### src/rtl/mbox_pkg.sv
// Package: shared definitions for the per-hart message queue.
// Assumes nothing beyond a standard compilation order (compiled first).
package mbox_pkg;

    typedef enum logic [1:0] {
        CAUSE_NONE   = 2'd0,
        CAUSE_FULL   = 2'd1,
        CAUSE_EMPTY  = 2'd2,
        CAUSE_RELOAD = 2'd3
    } trap_cause_e;

endpackage

### src/rtl/mbox_store.sv
// Module: mbox_store
// Circular message storage with read/write pointers carrying a wrap bit.
// Assumes DEPTH is a power of two and that the caller never writes when
// full nor reads when empty (guarded by the assertions below).
module mbox_store #(
    parameter int DW    = 64,
    parameter int DEPTH = 8
) (
    input  logic                     clk,
    input  logic                     rst_n,
    input  logic                     clear,
    input  logic                     wr_en,
    input  logic [DW-1:0]            wr_data,
    input  logic                     rd_en,
    output logic [DW-1:0]            head,
    output logic                     full,
    output logic                     empty,
    output logic [$clog2(DEPTH):0]   level
);
    localparam int AW = $clog2(DEPTH);

    logic [DW-1:0] mem [DEPTH];
    logic [AW:0]   wptr;
    logic [AW:0]   rptr;

    // Pointer update: clear returns both pointers to the start.
    always_ff @(posedge clk) begin
        if (!rst_n || clear) begin
            wptr <= '0;
            rptr <= '0;
        end else begin
            if (wr_en) wptr <= wptr + 1'b1;
            if (rd_en) rptr <= rptr + 1'b1;
        end
    end

    // Storage write at the write pointer.
    always_ff @(posedge clk) begin
        if (wr_en && !clear) mem[wptr[AW-1:0]] <= wr_data;
    end

    // Status derived from the pointers.
    always_comb begin
        head  = mem[rptr[AW-1:0]];
        empty = (wptr == rptr);
        full  = (wptr[AW] != rptr[AW]) && (wptr[AW-1:0] == rptr[AW-1:0]);
        level = wptr - rptr;
    end

    a_r3_no_write_when_full: assert property (@(posedge clk) disable iff (!rst_n)
        full |-> !wr_en);
    a_r5_no_read_when_empty: assert property (@(posedge clk) disable iff (!rst_n)
        empty |-> !rd_en);
    a_r8_level_hold: assert property (@(posedge clk) disable iff (!rst_n)
        (wr_en && rd_en && !clear) |=> (level == $past(level)));
    a_r11_level_bound: assert property (@(posedge clk) disable iff (!rst_n)
        level <= DEPTH[AW:0]);

endmodule

### src/rtl/mbox_ctrl.sv
// Module: mbox_ctrl
// Decides which requests proceed and which trap this cycle.
// Assumes full and empty come from the storage and never hold together.
module mbox_ctrl
    import mbox_pkg::*;
(
    input  logic        push_valid,
    input  logic        pop_req,
    input  logic        flush,
    input  logic        full,
    input  logic        empty,
    input  logic        ovf,
    output logic        do_push,
    output logic        do_pop,
    output trap_cause_e cause
);
    // Accept/refuse decision with flush taking priority.
    always_comb begin
        do_push = push_valid && !flush && !full;
        do_pop  = pop_req && !flush && !empty;
        cause   = CAUSE_NONE;
        if (!flush) begin
            if (push_valid && full)      cause = CAUSE_FULL;
            else if (pop_req && empty)   cause = ovf ? CAUSE_RELOAD : CAUSE_EMPTY;
        end
    end
endmodule

### src/rtl/mbox_ovf.sv
// Module: mbox_ovf
// Supervisor-owned overflow flag; set has priority over clear.
// Assumes flush does not reach this module (flag survives a flush).
module mbox_ovf (
    input  logic clk,
    input  logic rst_n,
    input  logic set_i,
    input  logic clr_i,
    output logic flag
);
    // Flag register update.
    always_ff @(posedge clk) begin
        if (!rst_n)     flag <= 1'b0;
        else if (set_i) flag <= 1'b1;
        else if (clr_i) flag <= 1'b0;
    end

    a_r12_flag_hold: assert property (@(posedge clk) disable iff (!rst_n)
        (!set_i && !clr_i) |=> $stable(flag));
    a_r12_set_wins: assert property (@(posedge clk) disable iff (!rst_n)
        set_i |=> flag);
endmodule

### src/rtl/hart_msg_queue.sv
// Module: hart_msg_queue
// Receive queue of one hart: push from remote senders, pop by the local
// hart, trap pulses for full/empty/reload, flush and select-style status.
// Assumes DEPTH is a power of two and at least 2.
module hart_msg_queue
    import mbox_pkg::*;
#(
    parameter int DW    = 64,
    parameter int DEPTH = 8
) (
    input  logic                     clk,
    input  logic                     rst_n,
    input  logic                     push_valid,
    input  logic [DW-1:0]            push_data,
    output logic                     push_ack,
    input  logic                     pop_req,
    output logic                     pop_valid,
    output logic [DW-1:0]            pop_data,
    input  logic                     flush,
    input  logic                     ovf_set,
    input  logic                     ovf_clr,
    output logic                     ovf_flag,
    output logic                     can_send,
    output logic                     can_recv,
    output logic [$clog2(DEPTH):0]   level,
    output logic                     trap_valid,
    output logic [1:0]               trap_cause
);
    logic          full_w, empty_w, do_push, do_pop;
    logic [DW-1:0] head_w;
    trap_cause_e   cause_w;

    mbox_store #(.DW(DW), .DEPTH(DEPTH)) u_store (
        .clk(clk), .rst_n(rst_n), .clear(flush),
        .wr_en(do_push), .wr_data(push_data), .rd_en(do_pop),
        .head(head_w), .full(full_w), .empty(empty_w), .level(level)
    );

    mbox_ctrl u_ctrl (
        .push_valid(push_valid), .pop_req(pop_req), .flush(flush),
        .full(full_w), .empty(empty_w), .ovf(ovf_flag),
        .do_push(do_push), .do_pop(do_pop), .cause(cause_w)
    );

    mbox_ovf u_ovf (
        .clk(clk), .rst_n(rst_n), .set_i(ovf_set), .clr_i(ovf_clr), .flag(ovf_flag)
    );

    // Select-style status straight from the storage state.
    always_comb begin
        can_send = !full_w;
        can_recv = !empty_w;
    end

    // Registered responses: acknowledge, popped data and trap pulse.
    always_ff @(posedge clk) begin
        if (!rst_n) begin
            push_ack   <= 1'b0;
            pop_valid  <= 1'b0;
            pop_data   <= '0;
            trap_valid <= 1'b0;
            trap_cause <= 2'd0;
        end else begin
            push_ack   <= do_push;
            pop_valid  <= do_pop;
            pop_data   <= do_pop ? head_w : '0;
            trap_valid <= (cause_w != CAUSE_NONE);
            trap_cause <= cause_w;
        end
    end

    a_r3_full_trap: assert property (@(posedge clk) disable iff (!rst_n)
        (push_valid && !flush && full_w) |=> (trap_valid && trap_cause == 2'd1 && !push_ack));
    a_r6_reload_trap: assert property (@(posedge clk) disable iff (!rst_n)
        (pop_req && !push_valid && !flush && empty_w && ovf_flag) |=> (trap_cause == 2'd3 && !pop_valid));
    a_r10_flush_empties: assert property (@(posedge clk) disable iff (!rst_n)
        flush |=> (level == '0 && !push_ack && !pop_valid && !trap_valid));
    a_r13_cause_idle: assert property (@(posedge clk) disable iff (!rst_n)
        !trap_valid |-> (trap_cause == 2'd0));
    a_r5_no_data_on_miss: assert property (@(posedge clk) disable iff (!rst_n)
        !pop_valid |-> (pop_data == '0));
endmodule

### config.mk
export PLATFORM = sky130hd
export DESIGN_NAME = hart_msg_queue
export DESIGN_NICKNAME = d
export VERILOG_FILES = /design/src/rtl/mbox_pkg.sv /design/src/rtl/mbox_store.sv /design/src/rtl/mbox_ctrl.sv /design/src/rtl/mbox_ovf.sv /design/src/rtl/hart_msg_queue.sv
export SDC_FILE = /design/constraint.sdc
export NUM_CORES = 1
export LEC_CHECK = 0
export ABC_AREA = 1
export BUFFER_PORTS_ARGS = -buffer_cell sky130_fd_sc_hd__buf_4
export CAP_MARGIN = 20
export CORE_MARGIN = 2
export CORE_UTILIZATION = 25
export DETAILED_ROUTE_END_ITERATION = 16
export HOLD_SLACK_MARGIN = 0.05
export PLACE_DENSITY = 0.5
export SLEW_MARGIN = 20
export SYNTH_ARGS = -nofsm -noshare
export SYNTH_HDL_FRONTEND = slang
export SYNTH_SLANG_ARGS = --single-unit
### constraint.sdc
create_clock -name clk -period 8.7 [get_ports clk]
set_input_delay 1.74 -clock clk [delete_from_list [all_inputs] [get_ports clk]]
set_output_delay 1.74 -clock clk [all_outputs]
set_load 0.005 [all_outputs]
==> impl_metrics.py <==
metrics = {
    "drt": {
        "drtAntennaViolNets": 0,
        "post_drt_wl_per_cell_um": 16.8,
        "routed_via_density": 4.25,
        "drt-total-wl_mm": 55.3,
        "drt_iter0_drc": 738,
        "drcViolationCount": 0,
        "drt_pre_antenna_iters": 5,
        "vias": 14000,
    },
    "logic_synthesis": {
        "synth-seq-area-share": 0.738,
        "ys_top_cells_by_area": "edfxtp_1 (67%), nor2_1 (7.7%), dfxtp_1 (6.8%)",
        "synthArstFlopShare": 0,
        "ys_warn_count": 0,
        "postSynthCellCount": 1947,
        "synth_flop_cell": "edfxtp_1",
        "ys_ff_latch": 590,
        "syn_nets": 2024,
        "synth_most_common_cell": "edfxtp_1",
        "yosysTopAreaCell": "edfxtp_1",
        "netlist-cell-type-count": 28,
        "yosys.area.top_type_share": 0.670,
        "syn_avg_cell_area_um2": 11.8,
        "synth_area_um2": 22900,
        "synthTopCellsByCount": "edfxtp_1 (512), nor2_1 (472), nand2_1 (377), o21ai_1 (131), dfxtp_1 (78)",
        "synth_edf_count": 512,
    },
    "worst_setup_path": {
        "crit_chain": "clkinv_2, ha_1, nand2_1, nor2_4, nand2_1, buf_4",
        "cp-end-kind": "output port",
        "start_kind": "register",
        "critPathKind": "reg -> out",
        "critPathRequiredTime_ps": 6960,
        "cp.arrival_ps": 2640,
        "crit_fanout": 60,
        "slowest_delay_ps": 840,
        "cp_common_cell": "nand2_1",
        "cpMaxStageDelayCell": "dfxtp_4",
    },
    "grt": {
        "global_route.usage.met3": 0.0218,
        "grt_most_used_layer": "met2",
        "grt-ovfl-total": 0,
        "grt_pass1_wl_mm": 84.7,
        "grt_use_met2": 0.193,
        "antenna_found_initial": 3,
        "grt_max_degree": 213,
        "grt_pass1_vias": 14100,
        "grt_use_met1": 0.156,
        "grtUsageTotal": 0.116,
    },
    "timing": {
        "grt_setup_unrepaired": "false",
        "drv_slew": 0,
        "fin_crit_sh": 0.504,
        "final_hold_viol_count": 0,
        "fin_setup_tns_ps": 0,
        "worst_clock_skew_ps": 22.8,
        "tightest_slew_ps": 1100,
        "fmax_mhz": 228,
        "relSlewSlack": 0.269,
        "min_period_ps": 4380,
        "finalSetupViolCount": 0,
    },
    "placed_design": {
        "placed_area_um2": 25100,
        "placedCellCount": 3187,
        "dpl.hpwl_mm": 30.0,
        "portBuffers": 146,
        "globalplace.congestion": 0.722,
    },
    "finish": {
        "seqCellArea_um2": 16900,
        "area_growth_pct": 18.4,
        "n_fill_cell": 9155,
        "diodes": 0,
        "fin_nets": 2142,
        "drive_gt1_frac": 0.169,
        "instances_no_fill": 3302,
        "multiInputGateArea_um2": 5390,
        "final_cell_area_um2": 27200,
    },
    "floorplan": {
        "dieArea_um2": 94200,
        "chipHeight_um": 307,
        "start_util": 0.251,
        "core_um2": 91200,
        "rows": 111,
        "die_x_um": 307,
        "ios": 147,
    },
    "clock_tree": {
        "cts_root_buffer": "clkbuf_16",
        "post_cts_resized": 0,
        "cts_tree": "done",
        "htreeDepth": 2,
        "insertion_delay_ps": 630,
        "clockBufferDepth": 3,
        "clock-sinks": 590,
        "postCtsHoldBufs": 0,
        "post-cts-setup-buffers": 0,
        "tritoncts.num_buffers": 60,
        "clk_pin_slew_ps": 60,
    },
    "power": {
        "power_density_nw_per_um2": 212,
        "ir_drop_mv": 0.156,
        "leakagePower_uw": 0.00953,
    },
    "flow_run": {
        "maxCapViolations": 0,
    },
    "run_status": {
        "status": "finished, final reports clean",
    },
    "min_path": {
        "holdCritPathClass": "reg -> reg",
    },
}
where the power goes:
group          internal (uW)  switching, uW
logic                   42.4           85.3
registers               3090           5.97
clock network           1480           1060
total                   4610           1150
per-layer routing:
metal  routed length [um]  part of all wire
met4                 1070             0.019
met5                   38           0.00069
met1                25400              0.46
met3                 2490             0.045
met2                26300              0.48
cell type report:
cell class | count | area share
Clock buffer | 88 | 0.0643
Clock inverter | 25 | 0.00852
Inverter | 17 | 0.00267
Multi-Input combinational cell | 1232 | 0.198
Sequential cell | 590 | 0.624
Tap cell | 1186 | 0.0546
Timing Repair Buffer | 164 | 0.0477
per-stage QoR:
step           total power [uW]  utilization  setup WS [ps]  hold WS [ps]
2_1_floorplan              3210            -           1540           479
3_3_place_gp               3280        0.275           4610           488
3_5_place_dp               3290        0.275           4520           517
4_1_cts                    5840        0.297           4250           528
5_1_grt                    5970        0.298           4130           560
6_report                   5760        0.298           4320           517
logic make-up after synthesis:
family / share of synthesized area
DFF: 0.738
adders and majority gates: 0.00360
AOI/OAI and AO/OA: 0.0443
buffers and inverters: 0.0291
xor gates and xnor gates: 0.00153
and+or+nand+nor: 0.183
final timing paths:
| check | startpoint | endpoint | slack (ps) | depth (start not counted) |
|---|---|---|---|---|
| worst max-delay path | u_store.rptr[1] | can_send | 4320 | 6 |
| worst max register to register | u_store.rptr[1] | u_store.mem[0][43] | 5150 | 8 |
| worst min register to register | u_ovf.flag | trap_cause[0] | 520 | 2 |
| worst min-delay path | u_ovf.flag | trap_cause[0] | 520 | 2 |
layout by cell type, fill, tap and decap left out, drive strengths merged, types with 4 or more instances in the layout:
| master | instances |
|---|---|
| dfxtp | 78 |
| edfxtp | 512 |
| clkbuf | 88 |
| inv | 19 |
| nor2 | 525 |
| nand2 | 412 |
| ha | 5 |
| clkinv | 18 |
| nand4 | 4 |
| o21ai | 194 |
| nand3 | 74 |
| a21oi | 9 |
| buf | 164 |
| nor3 | 4 |
registers in the layout (all words and copies together) (netlist names):
name and cells:
u_ovf.flag 1, u_store.rptr 4, u_store.wptr 4, pop_data 64
pop_valid 1, trap_cause 2, u_store.mem 512, push_ack 1
trap_valid 1
critical path: cells and delay by family (launching register included):
kind                       cells  cell delay, ps
adders and majority gates      1             340
buffers and inverters          2             360
DFF                            1             840
and+or+nand+nor                3             470
No activity file was read; power rests on OpenSTA's default activity.
